**config.mk**
```make
export PLATFORM = sky130hd
export DESIGN_NAME = lt_timer
export DESIGN_NICKNAME = d
export VERILOG_FILES = /design/src/rtl/lt_pkg.sv /design/src/rtl/lt_regs.sv /design/src/rtl/lt_prescaler.sv /design/src/rtl/lt_counter.sv /design/src/rtl/lt_timer.sv
export SDC_FILE = /design/constraint.sdc
export NUM_CORES = 1
export LEC_CHECK = 0
export ABC_AREA = 1
export ABC_CLOCK_PERIOD_IN_PS = 2500
export BUFFER_PORTS_ARGS = -buffer_cell sky130_fd_sc_hd__buf_2
export CAP_MARGIN = 20
export CORE_ASPECT_RATIO = 0.5
export CORE_UTILIZATION = 53
export CTS_CLUSTER_SIZE = 14
export DETAILED_ROUTE_END_ITERATION = 8
export PLACE_DENSITY = 0.75
export SYNTH_ARGS = -nofsm -noshare
export SYNTH_HDL_FRONTEND = slang
export SYNTH_SLANG_ARGS = --single-unit
```
**constraint.sdc**
```tcl
create_clock -name clk_i -period 2.5 [get_ports clk_i]
set_clock_uncertainty 0.2 [all_clocks]
set_input_delay 0 -clock clk_i [delete_from_list [all_inputs] [get_ports clk_i]]
set_output_delay 0 -clock clk_i [all_outputs]
set_load 0.02 [all_outputs]
```
**src/rtl/lt_pkg.sv**
```systemverilog
package lt_pkg;
  localparam int VEC_W  = 8;
  localparam int CODE_W = 3;
  localparam int PRE_W  = 8;

  localparam logic [2:0] A_CTRL  = 3'd0;
  localparam logic [2:0] A_ENTRY = 3'd1;
  localparam logic [2:0] A_INIT  = 3'd2;
  localparam logic [2:0] A_CUR   = 3'd3;
  localparam logic [2:0] A_DIV   = 3'd4;

  typedef struct packed {
    logic             periodic;
    logic             mask;
    logic [VEC_W-1:0] vec;
  } entry_t;

  function automatic logic [PRE_W-1:0] div_len(input logic [CODE_W-1:0] code);
    logic [CODE_W-1:0] sh;
    sh = code + 3'd1;  // wraps: code 7 -> shift 0
    return PRE_W'(1) << sh;
  endfunction
endpackage

```
**src/rtl/lt_regs.sv**
```systemverilog
module lt_regs
  import lt_pkg::*;
#(
  parameter int DATA_W = 32,
  parameter int ADDR_W = 3
) (
  input  logic                  clk_i,
  input  logic                  rst_ni,
  input  logic                  we_i,
  input  logic [ADDR_W-1:0]     addr_i,
  input  logic [DATA_W-1:0]     wdata_i,
  input  logic [DATA_W-1:0]     cur_i,
  output logic [DATA_W-1:0]     rdata_o,
  output logic                  sw_en_o,
  output entry_t                entry_o,
  output logic [DATA_W-1:0]     init_o,
  output logic [CODE_W-1:0]     code_o
);
  localparam int EW = $bits(entry_t);

  always_ff @(posedge clk_i or negedge rst_ni) begin
    if (!rst_ni) begin
      sw_en_o <= 1'b0;
      entry_o <= '{periodic: 1'b0, mask: 1'b1, vec: '0};
      init_o  <= '0;
      code_o  <= '0;
    end else if (we_i) begin
      unique case (addr_i)
        ADDR_W'(A_CTRL):  sw_en_o <= wdata_i[0];
        ADDR_W'(A_ENTRY): entry_o <= wdata_i[EW-1:0];
        ADDR_W'(A_INIT):  init_o  <= wdata_i;
        ADDR_W'(A_DIV):   code_o  <= {wdata_i[3], wdata_i[1:0]};
        default: ;
      endcase
    end
  end

  always_comb begin
    rdata_o = '0;
    unique case (addr_i)
      ADDR_W'(A_CTRL):  rdata_o[0] = sw_en_o;
      ADDR_W'(A_ENTRY): rdata_o[EW-1:0] = entry_o;
      ADDR_W'(A_INIT):  rdata_o = init_o;
      ADDR_W'(A_CUR):   rdata_o = cur_i;
      ADDR_W'(A_DIV):   rdata_o[3:0] = {code_o[2], 1'b0, code_o[1:0]};
      default: ;
    endcase
  end
endmodule

```
**src/rtl/lt_prescaler.sv**
```systemverilog
module lt_prescaler
  import lt_pkg::*;
(
  input  logic              clk_i,
  input  logic              rst_ni,
  input  logic [CODE_W-1:0] code_i,
  output logic              tick_o
);
  logic [PRE_W-1:0]  pre_q;
  logic [CODE_W-1:0] act_q;
  logic [PRE_W-1:0]  len;

  assign len    = div_len(act_q);
  assign tick_o = (pre_q == len - PRE_W'(1));

  always_ff @(posedge clk_i or negedge rst_ni) begin
    if (!rst_ni) begin
      pre_q <= '0;
      act_q <= '0;
    end else if (tick_o) begin
      pre_q <= '0;
      act_q <= code_i;  // new divide only at wrap
    end else begin
      pre_q <= pre_q + PRE_W'(1);
    end
  end

  p_div_at_wrap_r3: assert property (@(posedge clk_i) disable iff (!rst_ni)
    !tick_o |=> $stable(act_q));
endmodule

```
**src/rtl/lt_counter.sv**
```systemverilog
module lt_counter #(
  parameter int CNT_W = 32
) (
  input  logic             clk_i,
  input  logic             rst_ni,
  input  logic             tick_i,
  input  logic             load_i,
  input  logic [CNT_W-1:0] load_val_i,
  input  logic [CNT_W-1:0] init_i,
  input  logic             periodic_i,
  output logic [CNT_W-1:0] cur_o,
  output logic             expire_o
);
  localparam logic [CNT_W-1:0] ONE = CNT_W'(1);

  assign expire_o = tick_i && (cur_o == ONE) && !load_i;

  always_ff @(posedge clk_i or negedge rst_ni) begin
    if (!rst_ni)                     cur_o <= '0;
    else if (load_i)                 cur_o <= load_val_i;
    else if (tick_i && cur_o != '0) begin
      if (cur_o == ONE)              cur_o <= periodic_i ? init_i : '0;
      else                           cur_o <= cur_o - ONE;
    end
  end

  p_hold_between_ticks_r2: assert property (@(posedge clk_i) disable iff (!rst_ni)
    (!tick_i && !load_i) |=> $stable(cur_o));
  p_idle_stays_zero_r6: assert property (@(posedge clk_i) disable iff (!rst_ni)
    (cur_o == '0 && !load_i) |=> cur_o == '0);
  p_periodic_reload_r7: assert property (@(posedge clk_i) disable iff (!rst_ni)
    (expire_o && periodic_i) |=> cur_o == init_i);
endmodule

```
**src/rtl/lt_timer.sv**
```systemverilog
module lt_timer
  import lt_pkg::*;
#(
  parameter int DATA_W = 32,
  parameter int ADDR_W = 3
) (
  input  logic              clk_i,
  input  logic              rst_ni,
  input  logic              we_i,
  input  logic [ADDR_W-1:0] addr_i,
  input  logic [DATA_W-1:0] wdata_i,
  output logic [DATA_W-1:0] rdata_o,
  output logic              irq_o,
  output logic [VEC_W-1:0]  irq_vec_o
);
  logic              sw_en;
  entry_t            entry;
  logic [DATA_W-1:0] init_cnt, cur_cnt;
  logic [CODE_W-1:0] code;
  logic              tick, expire, init_wr, fire;

  assign init_wr = we_i && (addr_i == ADDR_W'(A_INIT));
  assign fire    = expire && sw_en && !entry.mask;

  lt_regs #(.DATA_W(DATA_W), .ADDR_W(ADDR_W)) u_regs (
    .clk_i(clk_i), .rst_ni(rst_ni), .we_i(we_i), .addr_i(addr_i),
    .wdata_i(wdata_i), .cur_i(cur_cnt), .rdata_o(rdata_o),
    .sw_en_o(sw_en), .entry_o(entry), .init_o(init_cnt), .code_o(code));

  lt_prescaler u_pre (
    .clk_i(clk_i), .rst_ni(rst_ni), .code_i(code), .tick_o(tick));

  lt_counter #(.CNT_W(DATA_W)) u_cnt (
    .clk_i(clk_i), .rst_ni(rst_ni), .tick_i(tick), .load_i(init_wr),
    .load_val_i(wdata_i), .init_i(init_cnt), .periodic_i(entry.periodic),
    .cur_o(cur_cnt), .expire_o(expire));

  always_ff @(posedge clk_i or negedge rst_ni) begin
    if (!rst_ni) begin
      irq_o     <= 1'b0;
      irq_vec_o <= '0;
    end else begin
      irq_o <= fire;
      if (fire) irq_vec_o <= entry.vec;
    end
  end

  p_no_irq_masked_r8: assert property (@(posedge clk_i) disable iff (!rst_ni)
    irq_o |-> !$past(entry.mask));
  p_no_irq_disabled_r9: assert property (@(posedge clk_i) disable iff (!rst_ni)
    irq_o |-> $past(sw_en));
  p_irq_from_expiry_r4: assert property (@(posedge clk_i) disable iff (!rst_ni)
    irq_o |-> $past(expire));
endmodule

```
# Yosys cells after proc, flatten, opt, wreduce, memory -nomap -nowiden

Cells that the tools add are included.

Register bits: 98
Bits of input ports: 38
Output and inout port bits: 41
Logic and storage cells: 46

Add/sub/neg operators: 4
Equality and inequality tests: 6
Shift-type cells: 1
Mux-type cells: 9
Reduce and logical (&&, ||, !) cells: 15

Operators with widths:

| operator                                                               | count |
|---|---|
| 32-bit 2-to-1 mux                                                      | 4 |
| 22-bit case mux with 2 select lines                                    | 1 |
| 32-bit by 1-bit equality test with 1-bit output, second input constant | 1 |
| 32-bit nonzero test                                                    | 1 |
| 32-bit by 1-bit subtractor with 32-bit output, second input constant   | 1 |
| 6-bit case mux with 3 select lines                                     | 1 |
| 3-bit case mux with 4 select lines                                     | 1 |
| 8-bit by 1-bit adder with 8-bit output, second input constant          | 1 |
| 8-bit equality test                                                    | 1 |
| 8-bit 2-to-1 mux                                                       | 1 |
| 2-bit AND reduction                                                    | 4 |
| 1-bit by 3-bit left shift with 8-bit output, first input constant      | 1 |
| 8-bit by 1-bit subtractor with 8-bit output, second input constant     | 1 |
| 3-bit by 2-bit equality test with 1-bit output, second input constant  | 2 |
| 1-bit logical AND                                                      | 6 |
| 1-bit case mux with 5 select lines                                     | 1 |
| 3-bit by 1-bit adder with 3-bit output, second input constant          | 1 |
| 3-bit by 1-bit equality test with 1-bit output, second input constant  | 1 |
| 3-bit equality test, second input constant                             | 1 |
| 3-bit logical NOT                                                      | 1 |
| 1-bit logical NOT                                                      | 2 |
| 2-bit nonzero test                                                     | 1 |

# Longest topological paths before layout

Gate-level depths: netlist of the first run.

Depth after elaboration: 8
Mapped depth: 19
Mapped depth without buffers: 16

# Hierarchy

Synthesis of the first run repeated with hierarchy kept, for this count alone.

Cell total of the unflattened synthesis: 1,025
Area total of the unflattened synthesis: 6,730.2 um^2

Modules (own cells, without submodules):

| module       | times used | cells each | area each (um^2) | seq. area each (um^2) |
|---|---|---|---|---|
| lt_counter   | 1          | 529        | 3,090.5          | 800.8 |
| lt_regs      | 1          | 325        | 2,382.3          | 1,152.4 |
| lt_prescaler | 1          | 131        | 865.8            | 275.3 |
| lt_timer     | 1          | 40         | 391.6            | 225.2 |

# Worst setup path before layout of the first run

No wires, ideal clock.

Path kind: reg2reg
From: register u_pre.act_q[1]
To: register u_cnt.cur_o[1]
Library setup time: 0.117 ns
Arrival: 2.363 ns
Data required time: 2.183 ns
Setup slack: -0.180 ns
Stages on the path, launching flop included: 17
Path buffers: 3
Period minus slack after synthesis: 2.680 ns
Path through: dfrtp_1 -> buf_4 -> nand2_1 -> inv_1 -> ha_1 -> buf_2 -> nand3_1 -> ha_1 -> xor2_1 -> o21ai_0 -> a21oi_1 -> nand3_1 -> nor2_4 -> nand3_4 -> buf_2 -> nand3_1 -> nand2_1

Word-level cells in the longest chain between the ends: 6

RTL lines:

| element                                     | line               | text |
|---|---|---|
| start: declaration                          | lt_prescaler.sv:10 | `logic [CODE_W-1:0] act_q;` |
| start signal: assignment                    | lt_prescaler.sv:22 | `act_q <= code_i;` |
| 3-bit by 1-bit adder with 3-bit output      | lt_pkg.sv:20       | `sh = code + 3'd1;` |
| 1-bit by 3-bit left shift with 8-bit output | lt_pkg.sv:21       | `return PRE_W'(1) << sh;` |
| 8-bit by 1-bit subtractor with 8-bit output | lt_prescaler.sv:14 | `assign tick_o = (pre_q == len - PRE_W'(1));` |
| 8-bit equality test                         | lt_prescaler.sv:14 |  |
| 1-bit logical AND                           | lt_counter.sv:21   | `else if (tick_i && cur_o != '0) begin` |
| 2-bit nonzero test (no line)                | -                  |  |
| end signal: assignment                      | lt_counter.sv:20   | `else if (load_i) cur_o <= load_val_i;` |
| end signal: assignment                      | lt_counter.sv:22   | `if (cur_o == ONE) cur_o <= periodic_i ? init_i : '0;` |
| end signal: assignment                      | lt_counter.sv:23   | `else cur_o <= cur_o - ONE;` |
| end: declaration                            | lt_counter.sv:11   | `output logic [CNT_W-1:0] cur_o,` |

No other way between the ends.
A chain may end at the register's enable or synchronous reset.

# Final worst setup path of the first run

From: register u_pre.act_q[0]
To: register u_cnt.cur_o[10]

The elaborated chain is that of the path after synthesis.

==> reports/metrics.csv, run 1 <==
metric,value,unit
outcome,"complete, but fails checks",
violations,setup timing,
drtIter0Drc,657,
htree_levels,3,
place_area,6860,sq um
p_sw_frac,0.458,
synth.most_common_cell,nand2_1,
grt_pass1_vias,5882,
design.core.area,11100,sq um
maxCapViolCount,0,
tritoncts,yes,
gr-total-overflow,0,
drc,0,
finalSetupViolations,37,
cts_buffers,9,
fin_setup_tns,-913,ps
pre_cts_ws,-124,ps
yosys-top-cells-area,"dfrtp_1 40%, nand2_1 19%, nand3_1 8.0%",
synth_edf_count,0,
synthesis.area,6090,sq um
cts_root_buf,clkbuf_16,
wl,18300,um
finalMaxSlewViolations,0,
finalCritPeriodShare,1.02,
die_h,77.8,um
rows,27,
power_frac_comb,0.495,
grt_usage,0.318,
chipWidth,154,um
yosys_warnings,0,
syn_area_per_cell,6.76,sq um
start_util,0.550,
power.clock.fraction,0.186,
drt-wirelength-per-cell,15.4,um
grt_first_pass_wirelength,29800,um
fillers,947,
yosysTopAreaCellShare,0.398,
synth_seq_cells,98,
p_seq_frac,0.319,
cts_sinks,98,
syn_nets,946,
final_cells,1187,
num_antenna_cells,0,
dp.final_hpwl,13100,um
reg2reg_depth,14,
cpPeakStageDelay,380,ps
worst_pin_slew,547,ps
ys_seq_area_frac,0.403,
drive_above_1_share,0.182,
worstPathMaxFanout,32,
ant_nets,0,
r2r_slack,-50,ps
path_cells,nand2_1 > inv_2 > ha_4 > nand3_4 > ha_4 > xor2_1 > o21ai_1 > a21oi_1 > nand3_1 > nor2_4 > nand3_4 > buf_12 > nand3_1 > nand2_2,
portBuffers,78,
die_area,12000,sq um
power.leakage,4.20,nW
crit_required,2550,ps
rsz0062_at_grt,yes,
fin_ws,-48.2,ps
clk_pin_slew,80,ps
grt_max_degree,57,
drtPass1Iterations,5,
cp-end-kind,flip-flop,
postLayoutCellArea,7730,sq um
gp_congestion,0.919,
drt-vias-per-instance,5.43,
netlist_instances,902,
synthArstFlopShare,1.00,
cp.arrival,2600,ps
ioPinCount,79,
power,7.62,mW
antenna_found_initial,0,
peakVddDrop,0.446,mV
power_density,986,nW/um^2
worstSetupPathType,reg2reg,
area_growth,26.9,%
hold_path_class,in2async,
cp-start-kind,flip-flop,
p_switching,3.49,mW
synth_top_flop_cell,dfrtp_1,
finalHoldViolCount,0,
nets,1081,
ys_types,35,
vias,6443,
cp_slowest_cell,dfrtp_1,
netlist_top_cells_count,"314 x nand2_1, 100 x inv_1, 97 x dfrtp_1, 97 x nand3_1, 89 x nor2_1",
cts_buffer_depth,2,
relSlewSlack,0.634,
synth_largest_area_cell,dfrtp_1,
intPower,4.13,mW
clk_latency,360,ps
fmax,0.392,GHz
min_period,2550,ps
dp_cells,1130,
[stage by stage]
| stage | util | hold slack, ps |
|---|---|---|
| CTS | 0.684 | 12.8 |
| detailed placement | 0.619 | -230 |
| floorplan | - | -496 |
| finish | 0.698 | 23.9 |
| global placement | 0.619 | -235 |
| global route | 0.698 | 27.0 |
[cell type report]
class | instances | area [sq um] | area share
repair buffers | 156 | 1170 | 0.151
flip-flops and latches | 98 | 2450 | 0.317
multi-input cells | 663 | 3210 | 0.416
inverters | 109 | 412 | 0.0532
clock buffers | 9 | 225 | 0.0291
well taps | 145 | 181 | 0.0235
clock inverters | 7 | 78.8 | 0.0102
[worst paths after layout]
path	from	to
hold / removal	rst_ni	u_pre.pre_q[5]
hold reg to reg	irq_vec_o[0]	irq_vec_o[0]
max in group asynchronous	rst_ni	u_regs.entry_o[8]
min in group clk_i	wdata_i[18]	u_regs.init_o[18]
setup reg to reg	u_pre.act_q[0]	u_cnt.cur_o[10]
setup / recovery	u_pre.act_q[0]	u_cnt.cur_o[10]
[worst max-delay path, delay by kind of cell, from the launching register on]
family | cells | cell delay (ps)
xor gates and xnor gates | 1 | 140
and+or+nand+nor | 7 | 700
AOI/OAI and AO/OA | 2 | 210
adders and majority gates | 2 | 530
DFF | 1 | 380
buffers and inverters | 2 | 260
[power by group through the flow]
| stage | logic (mW) | registers, mW | clock network, mW |
|---|---|---|---|
| after floorplan | 2.57 | 2.34 | 0 |
| after global placement | 3.41 | 2.43 | 0 |
| after detailed placement | 3.48 | 2.44 | 0 |
| after CTS | 3.57 | 2.42 | 1.44 |
| after global routing | 4.25 | 2.49 | 1.49 |
| final | 3.77 | 2.43 | 1.42 |
[layer usage]
| layer | track usage | vias up | share of wire |
|---|---|---|---|
| met2 | 0.492 | 271 | 0.44 |
| met4 | 0.0760 | 0 | 0.015 |
| met1 | 0.467 | 2985 | 0.47 |
| met3 | 0.0475 | 26 | 0.073 |
| met5 | 0 | - | 0 |
| li1 | - | 3161 | - |
[logic make-up (layout without fill, tap and decap cells)]
family                     after synthesis  in the layout  share of synthesized area
and+or+nand+nor                        527            527                      0.359
buffers and inverters                  141            281                     0.0946
AOI/OAI and AO/OA                      114            114                      0.107
DFF                                     98             98                      0.403
xor gates and xnor gates                13             13                     0.0187
adders and majority gates                6              6                     0.0123
muxes                                    3              3                    0.00554
[what timing repair did]
action	in CTS	in global routing
cloned	0	2
hold endpoints to repair	175	0
buffers inserted	0	1
hold buffers	38	0
endpoints found under the setup margin	51	52
gates resized for setup	6	32
pin swaps	3	2
[placed cells by master, fill, tap and decap left out, types with 2 or more instances in the layout]
cell,count
dfrtp_1,97
o221ai_1,6
xor2_1,12
mux2_2,3
o211ai_1,12
nand4_1,9
nor2_2,3
ha_1,3
nand3_4,3
o22ai_1,14
inv_1,97
ha_4,2
o21ai_1,15
o21ai_0,54
clkbuf_16,11
nand3_2,2
nor2_1,89
inv_6,3
nor2_4,3
nand2_2,20
nand2_4,4
dlygate4sd3_1,37
nand3_1,95
inv_2,11
buf_4,35
clkinv_8,2
nor3_1,5
buf_2,77
buf_12,5
nand2_1,291
a21oi_1,10
[flip-flops by register name, indices dropped and copies added, names as in the netlist]
| signal | count |
|---|---|
| u_pre.pre_q | 8 |
| u_pre.act_q | 3 |
| u_cnt.cur_o | 32 |
| u_regs.init_o | 32 |
| u_regs.sw_en_o | 1 |
| u_regs.code_o | 3 |
| irq_o | 1 |
| u_regs.entry_o | 10 |
| irq_vec_o | 8 |
No activity file was read; power rests on OpenSTA's default activity.
==> run 2, diff against run 1 <==
--- a/config.mk
+++ b/config.mk
@@ -10,10 +10,11 @@
 export BUFFER_PORTS_ARGS = -buffer_cell sky130_fd_sc_hd__buf_2
 export CAP_MARGIN = 20
 export CORE_ASPECT_RATIO = 0.5
-export CORE_UTILIZATION = 53
+export CORE_UTILIZATION = 55
+export CTS_BUF_LIST = sky130_fd_sc_hd__clkbuf_4
 export CTS_CLUSTER_SIZE = 14
 export DETAILED_ROUTE_END_ITERATION = 8
-export PLACE_DENSITY = 0.75
+export PLACE_DENSITY = 0.77
 export SYNTH_ARGS = -nofsm -noshare
 export SYNTH_HDL_FRONTEND = slang
 export SYNTH_SLANG_ARGS = --single-unit
==> run 2 against run 1 <==
The flow still finishes with violations (setup timing). Fmax shrank 1.4%. Design area grew 0.15%. Hold slack gained 40 ps. Core utilization grew 4.1 points. Sequential share of layout area is essentially flat. Critical path depth grew 1. Power shrank 6.1%. Combinational power grew 1%. Wire length grew 4.0%. Global-route usage grew 2.6 points. Setup slack lost 36 ps. Count of clock-buffer cells in the layout is the same. Critical path type unchanged. Critical endpoint is now u_cnt.cur_o[1].
==> reports/metrics.csv, run 2 (synthesis gave the netlist of run 1 again) <==
metric,value,unit
wl,19000,um
drive_above_1_share,0.157,
cpMostUsedCell,nand2_1,
nets,1106,
multiInputGateArea,3150,sq um
portBuffers,78,
finalCritPeriodShare,1.03,
hp-start,addr_i[2],
area_growth,27.1,%
grt_pass1_vias,6296,
relSlewSlack,0.595,
rr_endpoint,u_cnt.cur_o[1],
grt_usage,0.344,
start_util,0.582,
power_density,924,nW/um^2
finalHoldViolCount,0,
fin_ws,-84.3,ps
finalMaxSlewViolations,0,
violations,setup timing,
drt-vias-per-instance,5.50,
drtPass1Iterations,5,
drt-wirelength-per-cell,15.8,um
top_regs,"u_cnt.cur_o: 32 flops, u_regs.init_o: 32 flops, u_regs.entry_o: 10 flops",
grt_first_pass_wirelength,30800,um
reg2reg_depth,15,
antenna_found_initial,0,
worstSetupPathType,reg2reg,
path_cells,nand2_1 > inv_2 > ha_4 > nand3_4 > ha_4 > xor2_1 > o21ai_1 > a21oi_1 > nand3_1 > nor2_4 > nand3_4 > nand2_4 > buf_12 > nand2_1 > nand2_1,
design.core.area,10500,sq um
cts_buffer_depth,2,
drtIter0Drc,537,
clk_pin_slew,210,ps
cts_sinks,98,
crit_required,2730,ps
layout_common_cells,"313 x nand2_1, 99 x inv_1, 97 x dfrtp_1",
grt_max_degree,67,
ant_nets,0,
min_to,u_regs.entry_o[4],
num_antenna_cells,0,
fillers,845,
worstPathMaxFanout,17,
fmax,0.387,GHz
power,7.15,mW
final_common_cell,nand2_1,
cts_buffers,9,
cp_slowest_cell,dfrtp_1,
chipWidth,151,um
power.leakage,4.16,nW
cp.arrival,2810,ps
finalSetupViolations,42,
hold_slack,63.6,ps
rsz0062_at_grt,yes,
r2r_slack,-80,ps
min_period,2580,ps
hold_path_class,in2reg,
die_area,11500,sq um
gr-total-overflow,0,
die_h,76.4,um
drc,0,
tritoncts,yes,
seqCellArea,2450,sq um
pre_cts_ws,-180,ps
dp.final_hpwl,13100,um
cp-end-kind,flip-flop,
ioPinCount,79,
vias,6641,
reg2reg_from,u_pre.act_q[0],
rows,26,
maxCapViolCount,0,
gp_congestion,0.962,
cts_root_buf,clkbuf_4,
worst_pin_slew,606,ps
outcome,"complete, but fails checks",
cpPeakStageDelay,420,ps
clk_latency,500,ps
peakVddDrop,0.425,mV
htree_levels,3,
hold_depth,4,
cp-start-kind,flip-flop,
==> run 2: cell count changes in the layout (fill, tap and decap cells not counted), sizes merged <==
cell         before  now
dlygate4sd3      37   61
buf             117  118
clkbuf           11   10
clkinv            3    2
inv             113  114
nand3           100  101
==> run 2: how the worst max path moves through the flow <==
stage	from	endpoint	slack, ps	depth (start not counted)
after global placement	u_pre.act_q[0]	irq_vec_o[0]	-110	14
after floorplan	u_pre.act_q[1]	u_cnt.cur_o[2]	-120	17
after CTS	u_pre.act_q[0]	u_cnt.cur_o[1]	-80	15
after detailed placement	u_pre.act_q[0]	irq_vec_o[3]	-180	14
final	u_pre.act_q[0]	u_cnt.cur_o[1]	-80	15
after global routing	u_pre.act_q[0]	u_cnt.cur_o[28]	-250	15
==> run 2: area by class of cell <==
type,instances,area share
clock buffer,9,0.00873
inverter,109,0.0532
clock inverter,7,0.0111
sequential,98,0.317
timing repair buffer,180,0.181
multi-input combinational,664,0.407
tap,140,0.0226
==> run 2: where the power goes <==
group / switching (mW) / internal, mW / leakage (nW)
registers: 0.402 / 2.02 / 1.24
clock network: 0.670 / 0.253 / 0.0821
logic: 2.38 / 1.43 / 2.83
total: 3.45 / 3.70 / 4.16
==> run 2: routing by layer <==
layer	track usage	share of wire	vias to the layer above
met4	0.0820	0.014	0
li1	-	-	3216
met1	0.485	0.45	3100
met5	0	0	-
met2	0.550	0.46	294
met3	0.0575	0.079	31
==> run 2: repair_timing <==
action	in CTS	in global routing
hold endpoints to repair	183	0
hold buffers	62	0
buffers inserted	1	1
resized for setup	6	6
pin swaps	3	0
endpoints found under the setup margin	52	60
gates cloned	0	2
==> run 2: stage by stage <==
stage / instance area (sq um) / instances / utilization / setup TNS (ps)
2_1_floorplan: 6150 / 902 / - / -4360
3_5_place_dp: 6850 / 1125 / 0.654 / -5550
3_3_place_gp: 6850 / 1125 / 0.654 / -3220
4_1_cts: 7670 / 1204 / 0.733 / -1900
6_report: 7740 / 1207 / 0.739 / -1930
5_1_grt: 7740 / 1207 / 0.739 / -10440
==> run 2: worst max-delay path, delay by kind of cell, from the launching register on <==
| family | cells | cell delay [ps] |
|---|---|---|
| DFF | 1 | 420 |
| AOI/OAI and AO/OA | 2 | 210 |
| buffers and inverters | 2 | 200 |
| xor gates and xnor gates | 1 | 140 |
| adders and majority gates | 2 | 540 |
| and+or+nand+nor | 8 | 810 |
